$ cat config.mk
export PLATFORM = sky130hd
export DESIGN_NAME = regref_unit
export DESIGN_NICKNAME = d
export VERILOG_FILES = /design/src/rtl/rru_pkg.sv /design/src/rtl/rru_stage.sv /design/src/rtl/rru_cond.sv /design/src/rtl/regref_unit.sv
export SDC_FILE = /design/constraint.sdc
export NUM_CORES = 1
export LEC_CHECK = 0
export BUFFER_PORTS_ARGS = -buffer_cell sky130_fd_sc_hd__buf_2
export CAP_MARGIN = 0
export CELL_PAD_IN_SITES_DETAIL_PLACEMENT = 0
export CELL_PAD_IN_SITES_GLOBAL_PLACEMENT = 1
export CORE_MARGIN = 2
export CORE_UTILIZATION = 33
export DETAILED_ROUTE_END_ITERATION = 10
export PLACE_DENSITY = 0.85
export SLEW_MARGIN = 15
export SYNTH_ARGS = -nofsm -noshare
export SYNTH_HDL_FRONTEND = slang
export SYNTH_SLANG_ARGS = --single-unit
$ cat constraint.sdc
create_clock -name vclk -period 4.5
set_clock_uncertainty 0.15 [all_clocks]
set_input_delay 0.9 -clock vclk [all_inputs]
set_output_delay 0.9 -clock vclk [all_outputs]
set_load 0.03 [all_outputs]
$ cat src/rtl/rru_pkg.sv
package rru_pkg;
  // Chained accumulator/flag operations, in order of application.
  typedef enum logic [2:0] {
    OP_CLA = 3'd0,
    OP_CLE = 3'd1,
    OP_CMA = 3'd2,
    OP_CME = 3'd3,
    OP_CIR = 3'd4,
    OP_CIL = 3'd5,
    OP_INC = 3'd6
  } alu_op_e;

  localparam int unsigned NUM_ALU_OPS = 7;
  localparam int unsigned SKIP_LSB    = 1;
  localparam int unsigned SKIP_N      = 4;
  localparam int unsigned HALT_BIT    = 0;

  // Instruction bit that selects chain stage k.
  function automatic int unsigned stage_bit(int unsigned ctrl_w, int unsigned k);
    return ctrl_w - 1 - k;
  endfunction
endpackage

$ cat src/rtl/rru_stage.sv
module rru_stage #(
  parameter int unsigned      DATA_W = 16,
  parameter rru_pkg::alu_op_e OP     = rru_pkg::OP_CLA
) (
  input  logic              sel,
  input  logic [DATA_W-1:0] ac_i,
  input  logic              e_i,
  output logic [DATA_W-1:0] ac_o,
  output logic              e_o
);
  // Returns {flag, accumulator}.
  function automatic logic [DATA_W:0] rot_right(logic [DATA_W-1:0] a, logic f);
    return {a[0], f, a[DATA_W-1:1]};
  endfunction

  function automatic logic [DATA_W:0] rot_left(logic [DATA_W-1:0] a, logic f);
    return {a[DATA_W-1], a[DATA_W-2:0], f};
  endfunction

  function automatic logic [DATA_W-1:0] incr(logic [DATA_W-1:0] a);
    return a + {{(DATA_W-1){1'b0}}, 1'b1};
  endfunction

  logic [DATA_W-1:0] ac_op;
  logic              e_op;

  generate
    if (OP == rru_pkg::OP_CLA) begin : g_cla
      assign ac_op = '0;
      assign e_op  = e_i;
    end else if (OP == rru_pkg::OP_CLE) begin : g_cle
      assign ac_op = ac_i;
      assign e_op  = 1'b0;
    end else if (OP == rru_pkg::OP_CMA) begin : g_cma
      assign ac_op = ~ac_i;
      assign e_op  = e_i;
      always_comb begin
        if (sel)
          a_r4_cma_disjoint: assert (((ac_o & ac_i) == '0) && ((ac_o | ac_i) == '1) && (e_o == e_i));
      end
    end else if (OP == rru_pkg::OP_CME) begin : g_cme
      assign ac_op = ac_i;
      assign e_op  = ~e_i;
    end else if (OP == rru_pkg::OP_CIR) begin : g_cir
      assign {e_op, ac_op} = rot_right(ac_i, e_i);
      always_comb begin
        if (sel)
          a_r5_rotr_popcount: assert ($countones({e_o, ac_o}) == $countones({e_i, ac_i}));
      end
    end else if (OP == rru_pkg::OP_CIL) begin : g_cil
      assign {e_op, ac_op} = rot_left(ac_i, e_i);
      always_comb begin
        if (sel)
          a_r6_rotl_popcount: assert ($countones({e_o, ac_o}) == $countones({e_i, ac_i}));
      end
    end else begin : g_inc
      assign ac_op = incr(ac_i);
      assign e_op  = e_i;
      always_comb begin
        if (sel)
          a_r7_inc_step: assert ((ac_o - ac_i == {{(DATA_W-1){1'b0}}, 1'b1}) && (e_o == e_i));
      end
    end
  endgenerate

  assign ac_o = sel ? ac_op : ac_i;
  assign e_o  = sel ? e_op  : e_i;
endmodule

$ cat src/rtl/rru_cond.sv
module rru_cond #(
  parameter int unsigned DATA_W = 16
) (
  input  logic              en,
  input  logic [3:0]        tst,   // [3]=sign clear, [2]=sign set, [1]=acc zero, [0]=flag zero
  input  logic [DATA_W-1:0] ac,
  input  logic              e,
  output logic              skip
);
  function automatic logic [3:0] cond_hits(logic [DATA_W-1:0] a, logic f);
    return {~a[DATA_W-1], a[DATA_W-1], (a == '0), ~f};
  endfunction

  logic [3:0] hits;
  assign hits = cond_hits(ac, e) & tst;
  assign skip = en & (|hits);

  always_comb begin
    if (en && tst == 4'b1100)
      a_r8_sign_pair_skips: assert (skip);
  end
endmodule

$ cat src/rtl/regref_unit.sv
module regref_unit #(
  parameter int unsigned DATA_W = 16,
  parameter int unsigned CTRL_W = 12
) (
  input  logic              en,
  input  logic [CTRL_W-1:0] ir_lo,
  input  logic [DATA_W-1:0] ac_in,
  input  logic              e_in,
  output logic [DATA_W-1:0] ac_nxt,
  output logic              e_nxt,
  output logic              skip_req,
  output logic              halt_req,
  output logic              sc_clr
);
  localparam int unsigned NOPS = rru_pkg::NUM_ALU_OPS;

  logic [DATA_W-1:0] ac_ch [0:NOPS];
  logic              e_ch  [0:NOPS];

  assign ac_ch[0] = ac_in;
  assign e_ch[0]  = e_in;

  generate
    for (genvar k = 0; k < NOPS; k++) begin : g_chain
      logic stage_sel;
      assign stage_sel = en & ir_lo[rru_pkg::stage_bit(CTRL_W, k)];
      rru_stage #(
        .DATA_W (DATA_W),
        .OP     (rru_pkg::alu_op_e'(k))
      ) u_stage (
        .sel  (stage_sel),
        .ac_i (ac_ch[k]),
        .e_i  (e_ch[k]),
        .ac_o (ac_ch[k+1]),
        .e_o  (e_ch[k+1])
      );
    end
  endgenerate

  rru_cond #(.DATA_W(DATA_W)) u_cond (
    .en   (en),
    .tst  (ir_lo[rru_pkg::SKIP_LSB +: rru_pkg::SKIP_N]),
    .ac   (ac_in),
    .e    (e_in),
    .skip (skip_req)
  );

  assign ac_nxt   = ac_ch[NOPS];
  assign e_nxt    = e_ch[NOPS];
  assign halt_req = en & ir_lo[rru_pkg::HALT_BIT];
  assign sc_clr   = en;

  always_comb begin
    if (!en)
      a_r1_idle_pass: assert (ac_nxt == ac_in && e_nxt == e_in && !skip_req && !halt_req && !sc_clr);
    if (en)
      a_r2_sc_clear: assert (sc_clr);
    if (en && ir_lo == {1'b1, {(CTRL_W-1){1'b0}}})
      a_r3_cla_zero: assert (ac_nxt == '0 && e_nxt == e_in);
    if (en && ir_lo == {{(CTRL_W-1){1'b0}}, 1'b1})
      a_r10_halt_keeps: assert (halt_req && ac_nxt == ac_in && e_nxt == e_in && !skip_req);
    if (en && ir_lo == '0)
      a_r12_nop_pass: assert (ac_nxt == ac_in && e_nxt == e_in && !skip_req && !halt_req);
  end
endmodule

==> results of run 1 <==
[cells in the final DEF (no fill, tap or decap), types with 2 or more instances in the layout]
cell type,n
o21ai_2,3
nor2b_1,6
o21bai_1,5
mux2i_2,2
xnor2_1,12
a22o_1,3
o211ai_1,7
nor2_1,24
nor4_1,4
and2_1,3
nor3b_1,2
nand4_1,2
mux2_2,2
a211oi_2,5
nor3_1,9
nand2_1,20
buf_6,3
inv_1,3
or3_1,6
nand3_1,3
nand2b_1,2
buf_2,42
o21ai_0,23
buf_4,50
a211o_1,3
xor2_1,3
a211oi_1,7
a21oi_1,6
mux2i_1,18
[metal layers]
layer / vias to the layer above / track usage / share of wire
met5: - / 0 / 0
met4: 0 / 0.01468 / 0
met3: 0 / 0.007123 / 0.032
met2: 39 / 0.3344 / 0.49
met1: 915 / 0.2778 / 0.48
li1: 1015 / - / -
[cell usage after synthesis (4+ instances only)]
cell type and count:
nor4_1 4, nor2_1 25, nand3_1 4, a21oi_1 7, o21bai_1 5, o211ai_1 7
o21ai_0 27, nand2_1 20, nor2b_1 6, nor3_1 9, a211oi_1 10, clkbuf_1 10
or3_1 6, mux2i_1 20, xnor2_1 13
[where the power goes]
part	internal, mW	total, mW	leakage [nW]	switching (mW)
clock	0	0	0	0
sequential	0	0	0	0
combinational	0.126	0.294	0.950	0.168
[worst min path at each step]
stage	from	to
finish	en	sc_clr
global route	en	sc_clr
CTS	en	sc_clr
detailed placement	en	sc_clr
global placement	en	sc_clr
floorplan	en	sc_clr
[area by class of cell]
cell class	instances	area [um2]	share of cell area
Inverter	4	15.01	0.006799
Multi-Input combinational cell	207	1481	0.6708
Tap cell	52	65.06	0.02946
Timing Repair Buffer	97	646.9	0.2929
[logic make-up after synthesis]
| kind of cell | Yosys count | synth area share |
|---|---|---|
| AO/OA/AOI/OAI | 75 | 0.3384 |
| XOR/XNOR | 16 | 0.09428 |
| adder cells (fa/ha/maj) | 1 | 0.008416 |
| buffers and inverters | 21 | 0.08080 |
| multiplexers | 23 | 0.1574 |
| AND/OR/NAND/NOR | 92 | 0.3207 |
[repair_timing]
action | CTS | global route
gates resized for setup | 3 | 25
setup buffers | 1 | 3
setup endpoints to repair | 1 | 6
pin swaps | 1 | 9
==> key figures, run 1 <==
Power
  – Tot Pwr: 0.2941 mW
  – Cell leakage power: between 0.9 and 1 nW
  – Power per cell area: 133.2 mW/mm2
  – VDD IR-drop max: 0.00005548 V

Placed design
  – I/O Buffers: 50
  – DP Area: 0.002088 mm2
  – Hpwl dp: 3851 um
  – Cells after DPL: 356
  – Dpl ws: -0.07432 ns
  – GP Congestion: ~0.88

STA
  – Min Tclk post-route: 4.405 ns
  – Worst-margin pin slew: about 0.37 ns
  – Final-report hold violation count: 0
  – Max frequency: 227.0 MHz
  – Part of the cycle the worst path needs: 0.9790
  – Post-route setup slack: 0.09451 ns
  – Setup TNS Final: 0 ns
  – Relative max-transition margin: 0.7532
  – RSZ-0062 raised after global routing: true
  – Hold WS: roughly 2.0 ns
  – Setup-failing EPs final: 0
  – Fin. max-slew vios: 0

Setup path
  – CP delay by family, top: simple AND/OR/NAND/NOR gates
  – Critical Path AT: 3.36 ns
  – Largest stage delay on the critical path: about 0.36 ns
  – Crit. End Element: output pin
  – WP buf/inv: 2
  – End of the critical path: ac_nxt[14]
  – CP startpoint: ir_lo[10]
  – Crit-path max FO: 3
  – CP dominant cell by count: buf_6
  – Worst Path Required: 3.45 ns
  – Critical path class: in -> out
  – Crit path max-delay cell type: and4bb_2
  – Crit path depth: 15
  – Crit path launch type: input pin
  – Worst-path cell chain: buf_6, nand2b_4, mux2_4, mux2i_2, nand2_1, o21ai_2, ha_2, nand3_2, a21oi_2, nand4_1, and4bb_2, and2b_2, xnor2_2, a221oi_4, buf_6

Synthesis
  – Post-synthesis sequential area ratio: 0
  – Post-synth top area share: 0.1347
  – Syn nets: 259
  – Cell variety after synth: 47
  – Most area-consuming cells after synthesis: mux2i_1 13%, o21ai_0 9.1%, xnor2_1 7.7%
  – Post-Syn Area: 0.001486 mm2
  – Yosys Warn Count: 0
  – Instance count of the mapped netlist: roughly 230
  – Average size of a mapped cell: 6.519 um2
  – Area leader, netlist: mux2i_1

Die
  – Die Wd: 71.12 um
  – I/O Pins: 50
  – Rows: 24
  – Starting Density: 0.3414
  – Core Area: approximately 0.0044 mm2
  – Die area: between 0.005 and 0.006 mm2
  – Die height: 71.12 um

Cells and area
  – CLK BUF: 0
  – Final sequential cell count: 0
  – Fin area: roughly 0.0022 mm2
  – Area growth syn-to-layout: 48.57%
  – Share of layout cells above drive strength 1: 0.4058
  – Final Util: 0.5072
  – Nets@finish: approximately 340
  – Layout Cells excl Fill: 360
  – Flip-flop and latch area: 0 um2
  – Layout fillers: 452
  – Ant diodes: 0

Global route
  – Largest net degree at the start of global routing: 22
  – Initial antenna violation count: 0
  – GRT Resource Usage Total: 0.1932
  – First-pass GRT wire length: 8383 um
  – Global route total overflow: 0
  – Vias in the first global route: approximately 1,900

Route
  – Initial drt markers: 85
  – Vias: 1,969
  – DR WL/cell: 13.48 um
  – # DRC: 0
  – Drt via density: 5.469
  – DR pass1 iterations: 4
  – Routed Wire Length: roughly 4900 um
  – Antenna viol nets, final: 0

Min path
  – Hold depth: 2
  – HP Class: in -> out

Status
  – Outcome: finished, final reports clean

Clocking
  – Hold bufs inserted after CTS: 0

Job
  – Max-cap viol count: 0
Note: power is estimated with default switching activity, not from simulation.
==> inputs of run 2 (changes only) <==
- ABC_AREA: not set -> 1
- CORE_UTILIZATION: 33 -> 30
==> run 2 against run 1 <==
Net effect: first-iteration DRC count increased by 15%; via count decreased by 6.3%; critical endpoint unchanged; sequential share of layout area is the same; setup slack better by 0.29 ns; global-route usage is 3.5 points lower; die area increased by 3.8%; largest cell class unchanged; total power is 16% lower.
==> key figures, run 2 <==
Status
  – Outcome: finished, final reports clean

STA
  – Min Tclk post-route: 4.113 ns (-0.2929 ns)
  – Max frequency: 243.2 MHz (+7.1%)
  – Part of the cycle the worst path needs: 0.9139 (-0.06509)
  – Relative max-transition margin: 0.7515 (-0.001697)
  – Worst-margin pin slew: 0.3694 ns (+0.001359 ns)
  – Final-report hold violation count: 0 (unchanged)
  – Setup-failing EPs final: 0 (unchanged)
  – Fin. max-slew vios: 0 (unchanged)
  – RSZ-0062 raised after global routing: false
  – Setup TNS Final: 0 ns (unchanged)

Synthesis
  – Most area-consuming cells after synthesis: nand3_1 30%, nand2_1 27%, inv_1 5.3%
  – Syn nets: 309 (+19%)
  – Average size of a mapped cell: 5.059 um2 (-22%)
  – Post-synthesis sequential area ratio: 0 (unchanged)
  – Instance count of the mapped netlist: 278 (+22%)
  – Post-Syn Area: 0.001406 mm2 (-5.4%)
  – Top-count cell post-synth: nand2_1
  – Yosys Warn Count: 0 (unchanged)
  – Synth top cells by count: 100 x nand2_1, 85 x nand3_1, 20 x inv_1, 8 x nand2_2
  – Post-synth top area share: 0.3025 (+0.1678)
  – Area leader, netlist: nand3_1
  – Cell variety after synth: 30 (-36%)

Global route
  – First-pass GRT wire length: 7031 um (-16%)
  – Largest net degree at the start of global routing: 32 (+45%)
  – Vias in the first global route: 1,693 (-8.9%)
  – Global route total overflow: 0 (unchanged)
  – Initial antenna violation count: 0 (unchanged)
  – GRT Resource Usage Total: 0.1581 (-0.03512)

Cells and area
  – Area growth syn-to-layout: 16.37%
  – Flip-flop and latch area: 0 um2 (unchanged)
  – CLK BUF: 0 (unchanged)
  – Most frequent cells in the layout: 100 x nand2_1, 85 x nand3_1, 50 x buf_2, 20 x inv_1, 8 x nand2_2
  – Share of layout cells above drive strength 1: 0.2429 (-0.1629)
  – Most common cell after layout, fill and taps aside: nand2_1
  – Nets@finish: 350 (+2.6%)
  – Ant diodes: 0 (unchanged)
  – Final sequential cell count: 0 (unchanged)
  – Fin area: 0.001637 mm2 (-26%)

Power
  – Cell leakage power: 0.9215 nW (-3.0%)
  – Tot Pwr: 0.2480 mW (-16%)
  – Power per cell area: 151.5 mW/mm2 (+14%)
  – VDD IR-drop max: 0.00005944 V (+7.1%)

Route
  – # DRC: 0 (unchanged)
  – DR WL/cell: 10.92 um (-19%)
  – DR pass1 iterations: 5 (+1)
  – Drt via density: 4.997 (-8.6%)
  – Antenna viol nets, final: 0 (unchanged)
  – Routed Wire Length: 4031 um (-17%)
  – Initial drt markers: 98 (+15%)
  – Vias: 1,844 (-6.3%)

Die
  – I/O Pins: 50 (unchanged)
  – Die Wd: 72.47 um (+1.9%)
  – Starting Density: 0.3164 (-0.02494)
  – Die area: 0.005251 mm2 (+3.8%)
  – Core Area: 0.004444 mm2 (+2.1%)
  – Rows: 24 (unchanged)
  – Die height: 72.47 um (+1.9%)

Setup path
  – Worst Path Required: 3.45 ns (about the same)
  – Crit. End Element: output pin
  – Crit-path max FO: 20 (+17)
  – Crit path launch type: input pin
  – Critical path class: in -> out
  – Critical Path AT: 3.06 ns (-0.30 ns)

Placed design
  – Hpwl dp: 3418 um (-11%)
  – I/O Buffers: 50 (unchanged)
  – DP Area: 0.001637 mm2 (-22%)
  – GP Congestion: 0.7946 (-9.8%)

Clocking
  – Setup bufs post-CTS: 0 (-1)
  – Hold bufs inserted after CTS: 0 (unchanged)
  – CTS resizes: 0 (-3)

Min path
  – HP Class: in -> out

Job
  – Max-cap viol count: 0 (unchanged)
run 2: cell count changes after synthesis, moves of 10 or more:
| cell | before | now |
|---|---|---|
| nand2_1 | 20 | 100 |
| nand3_1 | 4 | 85 |
| nor2_1 | 25 | 4 |
| inv_1 | 3 | 20 |
| mux2i_1 | 20 | 0 |
| o21ai_0 | 27 | 4 |
| a211oi_1 | 10 | 0 |
run 2: logic make-up after synthesis:
| group | count (synthesis) | synth area share |
|---|---|---|
| simple gates | 220 | 0.7500 |
| xor+xnor | 9 | 0.05605 |
| fa+ha+maj | 1 | 0.008895 |
| buf+inv | 37 | 0.1352 |
| compound gates | 11 | 0.04982 |
run 2: critical path: stages:
cell      delay, ns
buf_2          0.12
buf_4          0.19
nand2_4        0.18
inv_2          0.19
nand3_1        0.14
nand2_1        0.09
o21ai_2        0.14
ha_1           0.16
nand2_1        0.07
inv_1          0.11
nand2_2        0.08
nor2_4         0.16
nand2_2        0.11
nor2_4         0.11
nand3b_1       0.08
nand2_1        0.06
buf_2          0.18
run 2: metal layers:
metal	track usage	wire length (um)	up-vias
li1	-	-	1003
met1	0.2123	1951	811
met2	0.2936	1968	28
met3	0.001389	91	2
met4	0.01440	19	0
met5	0	0	-
run 2: final timing paths:
path,from,end,depth (start not counted)
min,en,sc_clr,2
max,en,ac_nxt[14],17
run 2: cell type report:
type,instances,area [um2]
Fill cell,512,2808
Multi-Input combinational cell,241,1216
Timing Repair Buffer,52,265.3
Inverter,24,90.09
Tap cell,52,65.06
run 2: through the flow:
stage / util / cells / hold WS, ns / worst slack, ns
2_1_floorplan: - / 278 / 1.782 / 0.6880
3_3_place_gp: 0.3682 / 369 / 1.943 / 0.4549
3_5_place_dp: 0.3682 / 369 / 1.945 / 0.3988
4_1_cts: 0.3682 / 369 / 1.945 / 0.3913
5_1_grt: 0.3682 / 369 / 1.954 / 0.1210
6_report: 0.3682 / 369 / 1.944 / 0.3874
run 2: power breakdown:
part           switching (mW)  internal [mW]  total, mW
Sequential                  0              0          0
Combinational           0.170         0.0777      0.248
Clock                       0              0          0
